==> config.mk <==
export PLATFORM = sky130hd
export DESIGN_NAME = winrf_top
export DESIGN_NICKNAME = d
export VERILOG_FILES = /design/src/rtl/winrf_pkg.sv /design/src/rtl/winrf_xlate.sv /design/src/rtl/winrf_bank.sv /design/src/rtl/winrf_rdmux.sv /design/src/rtl/winrf_top.sv
export SDC_FILE = /design/constraint.sdc
export NUM_CORES = 2
export LEC_CHECK = 0
export BUFFER_PORTS_ARGS = -buffer_cell sky130_fd_sc_hd__buf_2
export CORE_MARGIN = 3
export CORE_UTILIZATION = 38
export CTS_CLUSTER_DIAMETER = 100
export DETAILED_ROUTE_END_ITERATION = 8
export PLACE_DENSITY_LB_ADDON = 0.05
export RECOVER_POWER = 100
export SYNTH_ARGS = -nofsm -noshare
export SYNTH_HDL_FRONTEND = slang
export SYNTH_SLANG_ARGS = --single-unit
export TNS_END_PERCENT = 30
==> constraint.sdc <==
create_clock -name clk -period 9.4 [get_ports clk]
set_input_delay 1.88 -clock clk [delete_from_list [all_inputs] [get_ports clk]]
set_output_delay 1.88 -clock clk [all_outputs]
set_load 0.1 [all_outputs]
==> src/rtl/winrf_pkg.sv <==
`timescale 1ns/1ps
package winrf_pkg;

    localparam int ARCH_W     = 5;
    localparam int WIN_W      = 2;
    localparam int GLOBAL_CNT = 8;
    localparam int WIN_STRIDE = 16;
    localparam int BANK_AW    = 5;
    localparam int WBANK_CNT  = 2;

    localparam int GLB_AW    = $clog2(GLOBAL_CNT);
    localparam int BSEL_W    = (WBANK_CNT > 1) ? $clog2(WBANK_CNT) : 1;
    localparam int PHYS_W    = BANK_AW + BSEL_W;
    localparam int SUM_W     = PHYS_W + WIN_W + 1;
    localparam int PHYS_SPAN = WBANK_CNT << BANK_AW;

    // instruction field positions
    localparam int DST_LSB  = 25;
    localparam int SRC1_LSB = 14;
    localparam int SRC2_LSB = 0;

    localparam logic [ARCH_W-1:0] DST_FIXED  = ARCH_W'(15);
    localparam logic [ARCH_W-1:0] SRC1_FIXED = ARCH_W'(14);

    typedef enum logic [1:0] {
        WSRC_ALU  = 2'b00,
        WSRC_MEM  = 2'b01,
        WSRC_PC   = 2'b10,
        WSRC_NONE = 2'b11
    } wsrc_e;

    typedef struct packed {
        logic              glob;
        logic              oob;
        logic [PHYS_W-1:0] phys;
    } rloc_t;

    function automatic rloc_t map_reg(input logic [ARCH_W-1:0] n,
                                      input logic [WIN_W-1:0]  w);
        rloc_t            r;
        logic [SUM_W-1:0] sum;
        sum    = SUM_W'(n) - SUM_W'(GLOBAL_CNT) + SUM_W'(w) * SUM_W'(WIN_STRIDE);
        r.glob = SUM_W'(n) < SUM_W'(GLOBAL_CNT);
        r.oob  = !r.glob && (sum >= SUM_W'(PHYS_SPAN));
        r.phys = r.glob ? PHYS_W'(n) : sum[PHYS_W-1:0];
        return r;
    endfunction

    function automatic logic [BSEL_W-1:0] bank_of(input rloc_t l);
        return l.phys[PHYS_W-1 -: BSEL_W];
    endfunction

endpackage

==> src/rtl/winrf_xlate.sv <==
`timescale 1ns/1ps
module winrf_xlate
    import winrf_pkg::*;
#(
    parameter int PORTS = 3
) (
    input  logic [WIN_W-1:0]  win,
    input  logic [ARCH_W-1:0] arch [PORTS],
    output rloc_t             loc  [PORTS]
);
    for (genvar p = 0; p < PORTS; p++) begin : g_port
        assign loc[p] = map_reg(arch[p], win);
    end
endmodule

==> src/rtl/winrf_bank.sv <==
`timescale 1ns/1ps
module winrf_bank #(
    parameter int DW = 32,
    parameter int AW = 5
) (
    input  logic          clk,
    input  logic          rst,
    input  logic          we,
    input  logic [AW-1:0] waddr,
    input  logic [DW-1:0] wdata,
    input  logic [AW-1:0] raddr_a,
    input  logic [AW-1:0] raddr_b,
    output logic [DW-1:0] rdata_a,
    output logic [DW-1:0] rdata_b
);
    localparam int DEPTH = 1 << AW;

    logic [DW-1:0] mem [DEPTH];

    always_ff @(posedge clk) begin
        if (rst) begin
            for (int i = 0; i < DEPTH; i++) mem[i] <= '0;
        end else if (we) begin
            mem[waddr] <= wdata;
        end
    end

    assign rdata_a = mem[raddr_a];
    assign rdata_b = mem[raddr_b];

    // a strobed write is held in the addressed entry after the edge
    a_r12_write_lands: assert property (@(posedge clk) disable iff (rst)
        we |=> (mem[$past(waddr)] == $past(wdata)));

    // entries read zero in the cycle after reset
    a_r11_reset_clear: assert property (@(posedge clk)
        $fell(rst) |-> (rdata_a == '0 && rdata_b == '0));
endmodule

==> src/rtl/winrf_rdmux.sv <==
`timescale 1ns/1ps
module winrf_rdmux
    import winrf_pkg::*;
#(
    parameter int DW = 32
) (
    input  logic                          oe_n,
    input  rloc_t                         loc,
    input  logic [DW-1:0]                 gdata,
    input  logic [WBANK_CNT-1:0][DW-1:0]  wdata,
    output logic [DW-1:0]                 data,
    output logic                          valid
);
    always_comb begin
        data  = '0;
        valid = 1'b0;
        if (!oe_n && !loc.oob) begin
            valid = 1'b1;
            data  = loc.glob ? gdata : wdata[bank_of(loc)];
        end
    end

    // data is zero whenever it is flagged invalid
    always_comb begin
        if (!valid) a_r8_invalid_zero: assert (data == '0);
    end
endmodule

==> src/rtl/winrf_top.sv <==
`timescale 1ns/1ps
module winrf_top
    import winrf_pkg::*;
#(
    parameter int DW = 32,
    parameter int IW = 32
) (
    input  logic             clk,
    input  logic             rst,
    input  logic [WIN_W-1:0] window,
    input  logic [IW-1:0]    instr,
    input  logic             dst_sel,
    input  logic             src1_sel,
    input  logic             wr_n,
    input  logic [1:0]       wsrc,
    input  logic [DW-1:0]    alu_res,
    input  logic [DW-1:0]    mem_rdata,
    input  logic [DW-1:0]    pc_val,
    input  logic             rd_oe_n,
    output logic [DW-1:0]    rdata_a,
    output logic             valid_a,
    output logic [DW-1:0]    rdata_b,
    output logic             valid_b,
    output logic             map_err
);
    localparam int NPORT = 3;
    localparam int P_WR  = 0;
    localparam int P_A   = 1;
    localparam int P_B   = 2;

    logic [ARCH_W-1:0] arch [NPORT];
    rloc_t             loc  [NPORT];

    assign arch[P_WR] = dst_sel  ? DST_FIXED  : instr[DST_LSB  +: ARCH_W];
    assign arch[P_A]  = src1_sel ? SRC1_FIXED : instr[SRC1_LSB +: ARCH_W];
    assign arch[P_B]  = instr[SRC2_LSB +: ARCH_W];

    winrf_xlate #(.PORTS(NPORT)) u_xlate (
        .win  (window),
        .arch (arch),
        .loc  (loc)
    );

    // write data source
    logic [DW-1:0] wdata;
    always_comb begin
        unique case (wsrc_e'(wsrc))
            WSRC_ALU: wdata = alu_res;
            WSRC_MEM: wdata = mem_rdata;
            WSRC_PC:  wdata = pc_val;
            default:  wdata = '0;
        endcase
    end

    // write enables, one per bank
    logic                 wr_act;
    logic                 g_we;
    logic [WBANK_CNT-1:0] w_we;

    assign wr_act = !wr_n && !loc[P_WR].oob;
    assign g_we   = wr_act && loc[P_WR].glob;

    logic [DW-1:0]                g_ra, g_rb;
    logic [WBANK_CNT-1:0][DW-1:0] w_ra, w_rb;

    winrf_bank #(.DW(DW), .AW(GLB_AW)) u_gbank (
        .clk     (clk),
        .rst     (rst),
        .we      (g_we),
        .waddr   (loc[P_WR].phys[GLB_AW-1:0]),
        .wdata   (wdata),
        .raddr_a (loc[P_A].phys[GLB_AW-1:0]),
        .raddr_b (loc[P_B].phys[GLB_AW-1:0]),
        .rdata_a (g_ra),
        .rdata_b (g_rb)
    );

    for (genvar b = 0; b < WBANK_CNT; b++) begin : g_wbank
        assign w_we[b] = wr_act && !loc[P_WR].glob
                         && (bank_of(loc[P_WR]) == BSEL_W'(b));

        winrf_bank #(.DW(DW), .AW(BANK_AW)) u_bank (
            .clk     (clk),
            .rst     (rst),
            .we      (w_we[b]),
            .waddr   (loc[P_WR].phys[BANK_AW-1:0]),
            .wdata   (wdata),
            .raddr_a (loc[P_A].phys[BANK_AW-1:0]),
            .raddr_b (loc[P_B].phys[BANK_AW-1:0]),
            .rdata_a (w_ra[b]),
            .rdata_b (w_rb[b])
        );
    end

    winrf_rdmux #(.DW(DW)) u_rd_a (
        .oe_n  (rd_oe_n),
        .loc   (loc[P_A]),
        .gdata (g_ra),
        .wdata (w_ra),
        .data  (rdata_a),
        .valid (valid_a)
    );

    winrf_rdmux #(.DW(DW)) u_rd_b (
        .oe_n  (rd_oe_n),
        .loc   (loc[P_B]),
        .gdata (g_rb),
        .wdata (w_rb),
        .data  (rdata_b),
        .valid (valid_b)
    );

    assign map_err = (!wr_n && loc[P_WR].oob)
                  || (!rd_oe_n && (loc[P_A].oob || loc[P_B].oob));

    // at most one bank is written per cycle
    a_r7_one_bank: assert property (@(posedge clk) disable iff (rst)
        $onehot0({g_we, w_we}));

    // a high strobe writes nothing
    a_r7_strobe_idle: assert property (@(posedge clk) disable iff (rst)
        wr_n |-> !(g_we || (|w_we)));

    // disabled read ports are blank
    a_r8_oe_blank: assert property (@(posedge clk) disable iff (rst)
        rd_oe_n |-> (!valid_a && !valid_b && rdata_a == '0 && rdata_b == '0));

    // an out-of-range write raises the flag and reaches no bank
    a_r10_oob_write: assert property (@(posedge clk) disable iff (rst)
        (!wr_n && loc[P_WR].oob) |-> (map_err && !g_we && w_we == '0));

    // data written to the location port A keeps reading appears one cycle later
    a_r12_readback: assert property (@(posedge clk) disable iff (rst)
        (wr_act && !rd_oe_n && loc[P_WR] == loc[P_A])
        |=> (!$stable(loc[P_A]) || rd_oe_n || rdata_a == $past(wdata)));
endmodule

==> results by group <==
Outcome
  – Outcome: finished with violations
  – Failing checks: max-capacitance violations, max-slew violations, negative setup slack

Synth
  – Dominant synthesized flop cell: edfxtp_1
  – Syn nets: 9710
  – Synth Instances: 9554
  – Register area share after synthesis: 56.95%
  – Yosys reg bits: 2304
  – Post-synthesis cell type count: 83
  – Ys Warns: 0
  – Syn Area/Cell: 12.72 sq um
  – Post-synth EDFFs: 2304
  – Post-synthesis cell area: 0.1215 sq mm
  – Ys async rst share: 0%

Routing
  – Via-to-Cell Ratio: 6.743
  – Drt first pass iters: 6
  – DR vias: 94.08k
  – Post-route DRC: 0
  – Wire length per cell: 45.20 um
  – DR top layer: met5
  – Wire length on met1: 231400 um
  – Metal3 WL: 74470 um
  – Antenna Nets Post-Route: 0
  – Final wirelength: 630700 um
  – Routed wl met2: 276600 um
  – Initial drt markers: 15.45k

Setup path
  – Critical Path, Cell by Cell: clkbuf_8 -> nor2b_1 -> ha_2 -> nor2b_4 -> clkbuf_2 -> a221o_1 -> o21ai_0 -> a32oi_1 -> a211oi_1 -> buf_12
  – Worst endpoint data arrival time: 7.53 ns
  – Worst setup SP type: input port
  – Critical Path Max Stage Delay: 1.24 ns
  – CP Max Fanout: 28
  – Critical path class: in -> out
  – Slowest cell on the critical path: ha_2
  – CP endpoint kind: output pin
  – Worst path required time: 7.52 ns

Global routing
  – Initial antenna violation count: 77
  – First-pass GRT wire length: 831400 um
  – Tot GR Track Use: 37.83%
  – Vias in the first global route: 89.85k
  – Grt ovf: 0
  – Largest net degree at the start of global routing: 82

Timing
  – Final setup fails: 1
  – Slew margin rel.: -165.7%
  – Setup ws final: -0.008657 ns
  – Final hold vios: 0
  – Unrepaired setup endpoints after global routing: no
  – Tmin final: 9.409 ns
  – Final slew viol count: 4177
  – Highest clock rate: 0.1063 GHz
  – Slew @ Worst Pin: 3.985 ns
  – Final worst path period share: 100.1%

Placed design
  – I/O Buffers: 187
  – DP Worst Slack: 0.5129 ns
  – GP Congestion: 0.9804
  – Half-perimeter wire length after placement: 398500 um
  – DP Cell Count: 13.41k

CTS
  – Inserted Clock Buffers: 283
  – Root Driver: clkbuf_16
  – TritonCTS clock tree: yes
  – Max clock buf depth: 4
  – Hold_buf cts: 0
  – Clk pin slew, worst setup/hold paths: 0.05 ns
  – H-tree depth: 5
  – Post_cts resized: 0
  – # clock sinks: 2304
  – Post-CTS Setup Bufs: 0

Floorplanning
  – Row Count: 206
  – Initial Util: 38.38%
  – Die Height: 571.4 um
  – Io pins: 205
  – DIE AREA: 0.3265 sq mm
  – Core area: 0.3165 sq mm
  – Die width: 571.4 um

Power
  – Net switching power figure: 8404 uW
  – Clk pwr share: 38.7%
  – PD cells: 202.7 mW/mm^2
  – Leak: 0.04494 uW
  – Seq pwr share: 43.9%
  – Int Power: 19260 uW
  – IR drop worst, VDD: 153.1 uV
  – Sw Share: 30.38%
  – Combinational power share: 17.4%

Layout
  – Number of fillers in the final layout: 29.30k
  – Commonest non-fill, non-tap cell in the layout: nor2_1
  – Multi-input logic area: 0.04790 sq mm
  – Non-filler cells, final: 13.95k
  – Layout cells sized above 1: 20.37%
  – FF+latch area: 0.06919 sq mm
  – Area grow syn2layout: 12.36%
  – Final net count: 9694
  – Commonest non-fill, non-tap cells in the layout: 2428 x nor2_1, 2304 x edfxtp_1, 714 x mux4_2, 536 x mux2i_1, 345 x buf_4

Flow run
  – Max Cap Viol: 168

Min path
  – Hold endpoint: g_wbank[0].u_bank.mem[11][19]
  – Worst hold path cell count: 3
  – Hold/Removal Path Class: in -> reg
  – Hold_sp: mem_rdata[19]
## layout make-up
class | instances | area share [%]
inverters | 40 | 0.1155
well taps | 4160 | 3.813
clock buffers | 351 | 5.484
repair buffers | 733 | 3.847
diodes | 41 | 0.07517
flip-flops and latches | 2304 | 50.69
multi-input cells | 6176 | 35.10
clock inverters | 147 | 0.8809
## state kept, by name (all words and copies together), names as in the netlist
register and flops:
g_wbank.u_bank.mem 2048, u_gbank.mem 256
## logic make-up (layout without fill, tap and decap cells)
kind of cell | Yosys count | after routing | share of synthesized area [%]
AND/OR/NAND/NOR | 3177 | 3177 | 10.67
flip-flops | 2304 | 2304 | 56.95
AO/OA/AOI/OAI | 1561 | 1561 | 8.708
multiplexers | 1419 | 1419 | 19.22
buffers and inverters | 1074 | 1271 | 4.250
adder cells (fa/ha/maj) | 18 | 18 | 0.1977
XOR/XNOR | 1 | 1 | 0.007211
other | 0 | 41 | 0
## metal layers
layer	up-vias	global-route usage (%)
met5	-	0
met3	1525	10.52
met1	49255	48.24
met2	6957	57.04
li1	36308	-
met4	30	23.54
## how the worst max path moves through the flow
stage	startpoint	to	slack [ns]	cells past startpoint
6_report	src1_sel	rdata_a[30]	-0.009	10
5_1_grt	src1_sel	rdata_a[30]	0.24	10
4_1_cts	instr[3]	rdata_b[16]	0.50	14
3_5_place_dp	instr[3]	rdata_b[16]	0.51	14
3_3_place_gp	instr[0]	rdata_b[26]	0.26	9
2_1_floorplan	src1_sel	rdata_a[10]	0.19	17
## synthesized netlist by cell type (all sizes together), types with 40 or more instances
| master | number | area share (%) |
|---|---|---|
| nor2 | 2438 | 7.5 |
| edfxtp | 2304 | 57 |
| mux4 | 714 | 13 |
| clkbuf | 659 | 2.0 |
| mux2i | 540 | 4.4 |
| buf | 375 | 2.1 |
| nand2 | 326 | 1.0 |
| a21oi | 316 | 1.3 |
| o22ai | 262 | 1.3 |
| o21ai | 211 | 0.87 |
| mux2 | 165 | 1.5 |
| a211oi | 148 | 0.91 |
| nor2b | 112 | 0.58 |
| nand2b | 93 | 0.48 |
| o31ai | 76 | 0.47 |
| o221ai | 66 | 0.48 |
| a221oi | 65 | 0.51 |
| a22oi | 62 | 0.38 |
| a31oi | 50 | 0.26 |
| o21a | 46 | 0.28 |
| nand3 | 45 | 0.19 |
| nor3 | 45 | 0.19 |
| inv | 40 | 0.12 |
## power by group through the flow
stage	clock, uW	sequential (uW)	combinational [uW]
3_3_place_gp	0	12300	4700
6_report	10700	12200	4810
5_1_grt	11200	12200	4800
4_1_cts	10800	12100	4720
3_5_place_dp	0	12300	4710
2_1_floorplan	0	12200	2430
## through the flow
stage	utilization, %	area [sq um]	hold slack (ns)	total power [uW]	setup TNS, ns
after floorplan	-	121500	2.208	14630	0
after global placement	40.74	128900	2.286	17000	0
after detailed placement	40.74	129000	2.294	17030	0
after CTS	43.49	137600	1.340	27590	0
after global routing	43.10	136400	1.382	28160	0
final	43.12	136500	1.384	27660	-0.008657
## critical path, delay by kind of cell
| family | cells | cell delay [ns] |
|---|---|---|
| AOI/OAI and AO/OA | 4 | 1.79 |
| buffers and inverters | 3 | 1.36 |
| and+or+nand+nor | 2 | 1.19 |
| adders and majority gates | 1 | 1.24 |
Power figures use the tool's default switching activity.
